### src/rtl/ssc_tune_pkg.sv
package ssc_tune_pkg;

  localparam int ADDR_W  = 16;
  localparam int DATA_W  = 16;
  localparam int CODE_W  = 3;
  localparam int N_STEPS = 3;

  typedef enum logic [1:0] {ST_IDLE, ST_ISSUE, ST_WAIT} tune_st_e;

  localparam logic [CODE_W-1:0] CODE_19M2 = 3'd3;
  localparam logic [CODE_W-1:0] CODE_20M  = 3'd4;
  localparam logic [CODE_W-1:0] CODE_24M  = 3'd5;
  localparam logic [CODE_W-1:0] CODE_50M  = 3'd7;

  localparam logic [15:0] ADDR_LOS   = 16'h0015;
  localparam logic [15:0] ADDR_BOOST = 16'h0012;
  localparam logic [15:0] ADDR_RXDET = 16'h1010;

  // Loss-of-signal override word: bias in [15:13], enable at 10, level in [4:0]
  function automatic logic [15:0] los_word(input logic [2:0] bias,
                                           input logic en,
                                           input logic [4:0] level);
    return {bias, 2'b00, en, 5'b0, level};
  endfunction

  // Transmit boost word: level in [15:13]
  function automatic logic [15:0] boost_word(input logic [2:0] lvl);
    return {lvl, 13'b0};
  endfunction

  // Receiver-detect measurement time, placed from bit 4 upward
  function automatic logic [15:0] rxdet_word(input logic [CODE_W-1:0] code);
    logic [11:0] t;
    case (code)
      CODE_50M:            t = 12'h020;
      CODE_20M, CODE_19M2: t = 12'h004;
      default:             t = 12'h008;
    endcase
    return {t, 4'b0};
  endfunction

endpackage

### src/rtl/ssc_tune_script.sv
module ssc_tune_script
  import ssc_tune_pkg::*;
#(
  parameter int A_W     = ADDR_W,
  parameter int D_W     = DATA_W,
  parameter int C_W     = CODE_W,
  parameter int STEPS   = N_STEPS,
  localparam int STEP_W = $clog2(STEPS)
) (
  input  logic [STEP_W-1:0] step,
  input  logic [C_W-1:0]    code,
  output logic [A_W-1:0]    addr,
  output logic [D_W-1:0]    data
);

  logic [CODE_W-1:0] code_n;
  assign code_n = CODE_W'(code);

  always_comb begin
    case (step)
      STEP_W'(0): begin
        addr = A_W'(ADDR_LOS);
        data = D_W'(los_word(3'd5, 1'b1, 5'd9));
      end
      STEP_W'(1): begin
        addr = A_W'(ADDR_BOOST);
        data = D_W'(boost_word(3'd5));
      end
      default: begin
        addr = A_W'(ADDR_RXDET);
        data = D_W'(rxdet_word(code_n));
      end
    endcase
  end

endmodule

### src/rtl/ssc_tune_ctrl.sv
module ssc_tune_ctrl
  import ssc_tune_pkg::*;
#(
  parameter int C_W     = CODE_W,
  parameter int STEPS   = N_STEPS,
  localparam int STEP_W = $clog2(STEPS)
) (
  input  logic              clk,
  input  logic              rst_n,
  input  logic              cal_req,
  input  logic              cal_is_ss,
  input  logic [C_W-1:0]    ref_code,
  input  logic              wr_done,
  input  logic              wr_err,
  output logic              wr_req,
  output logic [STEP_W-1:0] step,
  output logic [C_W-1:0]    code_q,
  output logic              cal_done,
  output logic              cal_err
);

  tune_st_e st;
  logic     done_q, err_q;

  // Named events for the assertions
  logic start_hs, start_ss, step_ok, step_fail, last_step;
  assign start_hs  = (st == ST_IDLE) && cal_req && !cal_is_ss;
  assign start_ss  = (st == ST_IDLE) && cal_req && cal_is_ss;
  assign step_ok   = (st == ST_WAIT) && wr_done && !wr_err;
  assign step_fail = (st == ST_WAIT) && wr_done && wr_err;
  assign last_step = (step == STEP_W'(STEPS - 1));

  always_ff @(posedge clk or negedge rst_n) begin
    if (!rst_n) begin
      st     <= ST_IDLE;
      step   <= '0;
      code_q <= '0;
      done_q <= 1'b0;
      err_q  <= 1'b0;
    end else begin
      done_q <= 1'b0;
      err_q  <= 1'b0;
      case (st)
        ST_IDLE: begin
          if (start_ss) begin
            done_q <= 1'b1;
          end else if (start_hs) begin
            st     <= ST_ISSUE;
            step   <= '0;
            code_q <= ref_code;
          end
        end
        ST_ISSUE: st <= ST_WAIT;
        ST_WAIT: begin
          if (step_fail) begin
            st     <= ST_IDLE;
            done_q <= 1'b1;
            err_q  <= 1'b1;
          end else if (step_ok) begin
            if (last_step) begin
              st     <= ST_IDLE;
              done_q <= 1'b1;
            end else begin
              st   <= ST_ISSUE;
              step <= step + STEP_W'(1);
            end
          end
        end
        default: st <= ST_IDLE;
      endcase
    end
  end

  assign wr_req   = (st == ST_ISSUE);
  assign cal_done = done_q;
  assign cal_err  = err_q;

  p_ss_skip_r2: assert property (@(posedge clk) disable iff (!rst_n)
    start_ss |=> (cal_done && !cal_err && !wr_req));
  p_single_strobe_r6: assert property (@(posedge clk) disable iff (!rst_n)
    wr_req |=> !wr_req);
  p_next_after_done_r6: assert property (@(posedge clk) disable iff (!rst_n)
    (step_ok && !last_step) |=> (wr_req && !cal_done));
  p_step_range_r6: assert property (@(posedge clk) disable iff (!rst_n)
    step < STEP_W'(STEPS));
  p_finish_r7: assert property (@(posedge clk) disable iff (!rst_n)
    (step_ok && last_step) |=> (cal_done && !cal_err));
  p_done_pulse_r7: assert property (@(posedge clk) disable iff (!rst_n)
    cal_done |=> !cal_done);
  p_abort_r8: assert property (@(posedge clk) disable iff (!rst_n)
    step_fail |=> (cal_done && cal_err && !wr_req));
  p_err_qualified_r8: assert property (@(posedge clk) disable iff (!rst_n)
    cal_err |-> cal_done);
  p_idle_done_ignored_r9: assert property (@(posedge clk) disable iff (!rst_n)
    ((st == ST_IDLE) && !cal_req) |=> (!wr_req && !cal_done));

endmodule

### src/rtl/ssc_tune_seq.sv
module ssc_tune_seq
  import ssc_tune_pkg::*;
#(
  parameter int A_W   = ADDR_W,
  parameter int D_W   = DATA_W,
  parameter int C_W   = CODE_W,
  parameter int STEPS = N_STEPS
) (
  input  logic           clk,
  input  logic           rst_n,
  input  logic           cal_req,
  input  logic           cal_is_ss,
  input  logic [C_W-1:0] ref_code,
  output logic           wr_req,
  output logic [A_W-1:0] wr_addr,
  output logic [D_W-1:0] wr_data,
  input  logic           wr_done,
  input  logic           wr_err,
  output logic           cal_done,
  output logic           cal_err
);

  localparam int STEP_W = $clog2(STEPS);

  logic [STEP_W-1:0] step;
  logic [C_W-1:0]    code_q;

  ssc_tune_ctrl #(.C_W(C_W), .STEPS(STEPS)) u_ctrl (
    .clk       (clk),
    .rst_n     (rst_n),
    .cal_req   (cal_req),
    .cal_is_ss (cal_is_ss),
    .ref_code  (ref_code),
    .wr_done   (wr_done),
    .wr_err    (wr_err),
    .wr_req    (wr_req),
    .step      (step),
    .code_q    (code_q),
    .cal_done  (cal_done),
    .cal_err   (cal_err)
  );

  ssc_tune_script #(.A_W(A_W), .D_W(D_W), .C_W(C_W), .STEPS(STEPS)) u_script (
    .step (step),
    .code (code_q),
    .addr (wr_addr),
    .data (wr_data)
  );

endmodule

### config.mk
export PLATFORM = sky130hd
export DESIGN_NAME = ssc_tune_seq
export DESIGN_NICKNAME = d
export VERILOG_FILES = /design/src/rtl/ssc_tune_pkg.sv /design/src/rtl/ssc_tune_script.sv /design/src/rtl/ssc_tune_ctrl.sv /design/src/rtl/ssc_tune_seq.sv
export SDC_FILE = /design/constraint.sdc
export NUM_CORES = 1
export LEC_CHECK = 0
export BUFFER_PORTS_ARGS = -buffer_cell sky130_fd_sc_hd__buf_2
export CAP_MARGIN = 25
export CORE_MARGIN = 2
export CORE_UTILIZATION = 39
export CTS_CLUSTER_DIAMETER = 50
export DETAILED_ROUTE_END_ITERATION = 6
export PLACE_DENSITY = 0.77
export RECOVER_POWER = 100
export SLEW_MARGIN = 15
export SYNTH_ARGS = -nofsm -noshare
export SYNTH_HDL_FRONTEND = slang
export SYNTH_SLANG_ARGS = --single-unit
export TNS_END_PERCENT = 50
### constraint.sdc
create_clock -name clk -period 1.8 [get_ports clk]
set_clock_uncertainty 0.2 [all_clocks]
set_input_delay 0.54 -clock clk [delete_from_list [all_inputs] [get_ports clk]]
set_output_delay 0.54 -clock clk [all_outputs]
set_load 0.01 [all_outputs]
==> metrics, run 1 <==
most repeated cell in the gate-level netlist after synthesis=sky130_fd_sc_hd__buf_4; Detailed Place HPWL=865 µm; number of buffers between clock root and the deepest sink=2; Via density=4.31; drt initial violations=6; n_diodes=0; largest voltage drop on the vdd net=0.569 mV; DIE AREA=2050 µm²; Synth top area share=0.339; drt drc=0; violations in the final reports=setup timing; max-slew violation count=0; via count of the first global-routing pass=440; setup slack after layout=-236 ps; sequential share of the synthesized area=0.339; die boundary width=45.3 µm; insertion delay of the later-clocked pin in the worst-skew pair=260 ps; unrepaired setup endpoints after global routing=true; Hold EP=u_ctrl.code_q[0]; Syn Area/Cell=8.41 µm²; leading post-synthesis cells by cell area=sky130_fd_sc_hd__dfrtp_1 (34%), sky130_fd_sc_hd__buf_4 (28%), sky130_fd_sc_hd__nand2_1 (8.5%); height of the chip=45.3 µm; initial core utilization=0.426; cell chosen for the clock root=sky130_fd_sc_hd__clkbuf_4; GR Util All Layers=0.113; sort of element at the start of the critical path=register; maximum fanout encountered on the critical timing path=4; routed wire length per instance=10.0 µm; count of max-cap constraint violations=0; Worst Min Path Start=ref_code[0]; worst setup path startpoint=u_ctrl.step[0]; most instantiated cells after synthesis=sky130_fd_sc_hd__buf_4 (25), sky130_fd_sc_hd__nand2_1 (15), sky130_fd_sc_hd__dfrtp_1 (9); start of the worst register-to-register path=u_ctrl.step[1]; path type of the worst min-delay path=in -> reg; final estimated routing congestion in global placement=0.736; final setup fails=12; leakage power=0.489 nW; count of nets left with antenna violations after detail routing=0; TritonRoute pass-1 iters=4; register-to-register path setup slack=160 ps; wire length reported by the detailed router=1220 µm; capturing element type of the critical path=primary output; wire length of the first global-routing pass=1710 µm; count of clock tree sinks=9; tightest hold margin=275 ps; final design area excluding fillers=836 µm²; count of cell types in the netlist=21; pre-CTS worst setup slack=16.3 ps; Placed Instance Area=704 µm²; Top Ports=44; flip-flop and latch count after synthesis=9; clock-pin slew of the registers on the worst-case setup and hold paths=70 ps; CTS tree=done; most area-hungry cell type in the Yosys netlist=sky130_fd_sc_hd__dfrtp_1; CP arrival=1300 ps; Fillers=149; Top FF cell, synth=sky130_fd_sc_hd__dfrtp_1; Netlist Area Pre-Place=664 µm²; area added between synthesis and finish=25.8%; number of synthesis warnings=0; number of antenna violations at the first check in global routing=0; share of flip-flops with an asynchronous set or reset after synthesis=1.00; Reg-to-Reg End=u_ctrl.step[0]; post-layout util=0.536; r2r worst-path depth=6; required time at the worst-slack endpoint=1060 ps; power density cells=1360 nW/µm²; Final Total Pwr=1.13 mW; final number of hold-violating endpoints=0; sum of overflow across all layers after global routing=0; run status=complete, but fails checks; pin count of the biggest net entering global routing=10; Crit Path Category=reg -> out; ratio of cells with drive above 1 in the final layout=0.377; number of flops mapped to enable cells by yosys=0; ratio of final minimum period to clock period=1.13; Worst Hold Path Cells=3; Syn Inst Count=79; nets=119; clock buffers created by TritonCTS=3; maximum level of the CTS H-tree=1; peak clock frequency supported by timing=0.491 GHz; number of rows in the core area=14; total number of vias=526; shortest period the worst path allows=2040 ps; Port Buffers=23; Floorplan Core Area=1560 µm²
through the flow:
step | instances | TNS [ps]
finish | 122 | -1530
global route | 122 | -2090
CTS | 121 | -1920
detailed placement | 112 | 0
global placement | 112 | 0
floorplan | 97 | 0
routing by layer:
metal	global-route usage	share of wire	up-vias
li1	-	-	257
met1	0.124	0.35	233
met4	0.0353	0	0
met2	0.214	0.56	36
met5	0	0	-
met3	0.0240	0.084	0
state kept, by name, indices dropped and copies added, names as in the netlist:
register         count
u_ctrl.cal_err       1
u_ctrl.code_q        3
u_ctrl.step          2
u_ctrl.cal_done      1
u_ctrl.st            2
cell usage in the layout (no fill, tap or decap), types with 2 or more instances in the layout:
| cell type | synthesis | final |
|---|---|---|
| sky130_fd_sc_hd__buf_6 | 0 | 8 |
| sky130_fd_sc_hd__clkbuf_4 | 0 | 3 |
| sky130_fd_sc_hd__buf_2 | 1 | 15 |
| sky130_fd_sc_hd__buf_4 | 25 | 6 |
| sky130_fd_sc_hd__nand3_1 | 2 | 2 |
| sky130_fd_sc_hd__nor2_1 | 5 | 3 |
| sky130_fd_sc_hd__conb_1 | 2 | 20 |
| sky130_fd_sc_hd__nand2_1 | 15 | 15 |
| sky130_fd_sc_hd__dfrtp_1 | 9 | 9 |
| sky130_fd_sc_hd__mux2i_1 | 2 | 2 |
| sky130_fd_sc_hd__inv_2 | 0 | 3 |
how the worst max path moves through the flow:
| stage | end | slack, ps | cells after the start |
|---|---|---|---|
| after detailed placement | wr_data[7] | 20 | 6 |
| after global routing | wr_data[7] | -320 | 6 |
| after floorplan | wr_data[7] | 20 | 5 |
| after CTS | wr_data[7] | -220 | 6 |
| final | wr_data[7] | -240 | 5 |
| after global placement | u_ctrl.step[0] | 60 | 4 |
final cells by class:
class	instances	area (µm²)	area share
Inverter	4	15.0	0.0180
Sequential cell	9	225	0.269
Tap cell	16	20.0	0.0240
Timing Repair Buffer	31	224	0.268
Multi-Input combinational cell	58	324	0.388
Clock inverter	1	5.00	0.00599
Clock buffer	3	22.5	0.0269
cell families after synthesis:
group,share of synthesized area
buffers and inverters,0.313
and+or+nand+nor,0.209
DFF,0.339
AOI/OAI and AO/OA,0.0414
adders and majority gates,0.0565
muxes,0.0301
other,0.0113
power by group:
group | total (mW) | switching (mW) | internal, mW | leakage [nW]
clock | 0.152 | 0.0698 | 0.0817 | 0.0177
combinational | 0.647 | 0.305 | 0.343 | 0.354
sequential | 0.334 | 0.0661 | 0.268 | 0.117
total | 1.13 | 0.441 | 0.693 | 0.489
critical path, stage by stage (launching register included):
cell,delay [ps]
sky130_fd_sc_hd__dfrtp_1,420
sky130_fd_sc_hd__ha_2,220
sky130_fd_sc_hd__nor2_4,140
sky130_fd_sc_hd__nand2_1,60
sky130_fd_sc_hd__nor2_1,80
sky130_fd_sc_hd__buf_2,130
timing repair:
action                     4_1_cts  5_1_grt
setup buffers                    4        2
hold buffers                     1        0
pin swaps                        2        1
gates resized for setup          6        7
hold endpoints to repair         9        0
gates cloned                     0        0
setup endpoints to repair       12       12
No activity file was read; power rests on OpenSTA's default activity.
==> run 2, diff against run 1 <==
==> constraint.sdc (replaced) <==
create_clock -name clk -period 1.8 [get_ports clk]
set_clock_uncertainty 0.2 [all_clocks]
set_input_delay 0.36 -clock clk [delete_from_list [all_inputs] [get_ports clk]]
set_output_delay 0.36 -clock clk [all_outputs]
set_load 0.01 [all_outputs]
==> run 2 against run 1 <==
Effect of this change:
- combinational power is 25% lower
- clock power rose by 3%
- critical path type unchanged
- global-route usage increased by 0.28 points
- clock-buffer cell count rose by 1
- register-to-register slack better by 70 ps
- first-iteration DRC count down 33%
- fmax rose by 9.6%
- setup slack gained 180 ps
- sequential share of layout area rose by 2.7 points
- critical endpoint is now wr_data[9]
- the flow still finishes with violations (setup timing)
==> metrics, run 2 (synthesized netlist as in run 1, its figures left out) <==
Port Buffers=23; count of max-cap constraint violations=0; insertion delay of the later-clocked pin in the worst-skew pair=260 ps; setup slack after layout=-58.0 ps; sort of element at the start of the critical path=register; sum of overflow across all layers after global routing=0; path type of the worst min-delay path=in -> reg; routed wire length per instance=8.93 µm; initial core utilization=0.426; drt drc=0; number of buffers between clock root and the deepest sink=2; violations in the final reports=setup timing; Detailed Place HPWL=838 µm; post-layout instance count excluding filler cells=119; area of combinational cells with multiple inputs=322 µm²; maximum fanout encountered on the critical timing path=4; Fillers=161; final setup fails=2; buffers plus inverters on the worst setup path=3; most frequent cells in the layout=sky130_fd_sc_hd__conb_1 (20), sky130_fd_sc_hd__buf_2 (20), sky130_fd_sc_hd__nand2_1 (15), sky130_fd_sc_hd__dfrtp_1 (9); run status=complete, but fails checks; pre-CTS worst setup slack=63.9 ps; area added between synthesis and finish=14.3%; critical-path cell list=inv_2 > ha_2 > nor2_4 > inv_1 > nor2_1 > buf_2; clock-pin slew of the registers on the worst-case setup and hold paths=60 ps; slowest stage delay, CP=360 ps; final estimated routing congestion in global placement=0.739; maximum level of the CTS H-tree=1; n_diodes=0; final number of hold-violating endpoints=0; capturing element type of the critical path=primary output; clock buffers created by TritonCTS=3; drt initial violations=4; DIE AREA=2050 µm²; pin count of the biggest net entering global routing=10; total number of vias=503; Sequential cell area=225 µm²; Placed Instances=110; max-slew violation count=0; leakage power=0.441 nW; CTS tree=done; ratio of cells with drive above 1 in the final layout=0.311; number of antenna violations at the first check in global routing=0; TritonRoute pass-1 iters=4; Tightest Pin Transition=513 ps; largest registers in the final layout=u_ctrl.code_q (3), u_ctrl.st (2), u_ctrl.step (2); height of the chip=45.3 µm; peak clock frequency supported by timing=0.538 GHz; Top Ports=44; Crit Path Category=reg -> out; count of clock tree sinks=9; count of nets left with antenna violations after detail routing=0; standard cell with the maximum stage delay on the critical path=sky130_fd_sc_hd__dfrtp_1; number of rows in the core area=14; required time at the worst-slack endpoint=1240 ps; unrepaired setup endpoints after global routing=true; cell chosen for the clock root=sky130_fd_sc_hd__clkbuf_4; GR Util All Layers=0.116; Via density=4.23; wire length of the first global-routing pass=1650 µm; wire length reported by the detailed router=1060 µm; shortest period the worst path allows=1860 ps; largest voltage drop on the vdd net=0.688 mV; Floorplan Core Area=1560 µm²; delay-heaviest family, CP=flip-flops; power density cells=1280 nW/µm²; Slew headroom=0.653; nets=116; most flop-heavy register=u_ctrl.code_q; die boundary width=45.3 µm; number of flip-flops in the largest register=3; ratio of final minimum period to clock period=1.03; CP arrival=1300 ps; via count of the first global-routing pass=411
## run 2: changes by cell type in the layout (fill, tap and decap cells not counted), moves of 2 or more
cell,before,now
sky130_fd_sc_hd__buf_2,15,20
sky130_fd_sc_hd__buf_4,6,4
sky130_fd_sc_hd__buf_6,8,0
sky130_fd_sc_hd__clkbuf_1,1,4
## run 2: repair_timing
item,CTS,global route
gates resized for setup,5,0
hold endpoints to repair,9,0
pin swaps,2,0
hold buffers,1,0
setup endpoints to repair,6,5
gates cloned,0,0
buffers inserted,3,1
## run 2: final cells by class
cell class,instances,area share
clock buffer,4,0.0346
tap,16,0.0264
inverter,4,0.0198
timing repair buffer,28,0.199
sequential,9,0.297
multi-input combinational,58,0.423
## run 2: worst min-delay path, delay by kind of cell
family                 cells  cell delay [ps]
AND/OR/NAND/NOR            2               80
buffers and inverters      1               70
## run 2: path summary, 6_finish.rpt
kind	from	cells after the start	slack, ps	to
setup / recovery	u_ctrl.step[1]	6	-60	wr_data[9]
hold / removal	ref_code[2]	3	90	u_ctrl.code_q[2]
setup reg to reg	u_ctrl.step[1]	6	230	u_ctrl.step[1]
hold reg to reg	u_ctrl.st[0]	1	290	u_ctrl.cal_done
max in group asynchronous	rst_n	2	720	u_ctrl.cal_done
min in group asynchronous	rst_n	2	350	u_ctrl.cal_err
## run 2: layer usage
layer  part of all wire  wire (µm)  vias up  global-route usage
met1               0.42        450      219               0.135
met3              0.071         75        2              0.0480
met2               0.49        521       29               0.186
li1                   -          -      253                   -
met4              0.014         15        0              0.0529
met5                  0          0        -                   0
## run 2: power breakdown
part	total, mW	switching (mW)	leakage, nW	internal [mW]
clock	0.156	0.0708	0.0150	0.0854
sequential	0.330	0.0617	0.117	0.268
combinational	0.488	0.266	0.309	0.223
## run 2: per-stage QoR
step	hold slack [ps]	TNS [ps]	power (mW)	cell area, µm²	util
finish	87.5	-77.7	0.975	759	0.487
global route	83.0	-434	1.07	759	0.487
CTS	89.9	-106	0.987	756	0.485
detailed placement	19.5	0	0.773	682	0.437
global placement	16.9	0	0.759	682	0.437
floorplan	-136	0	0.714	739	-
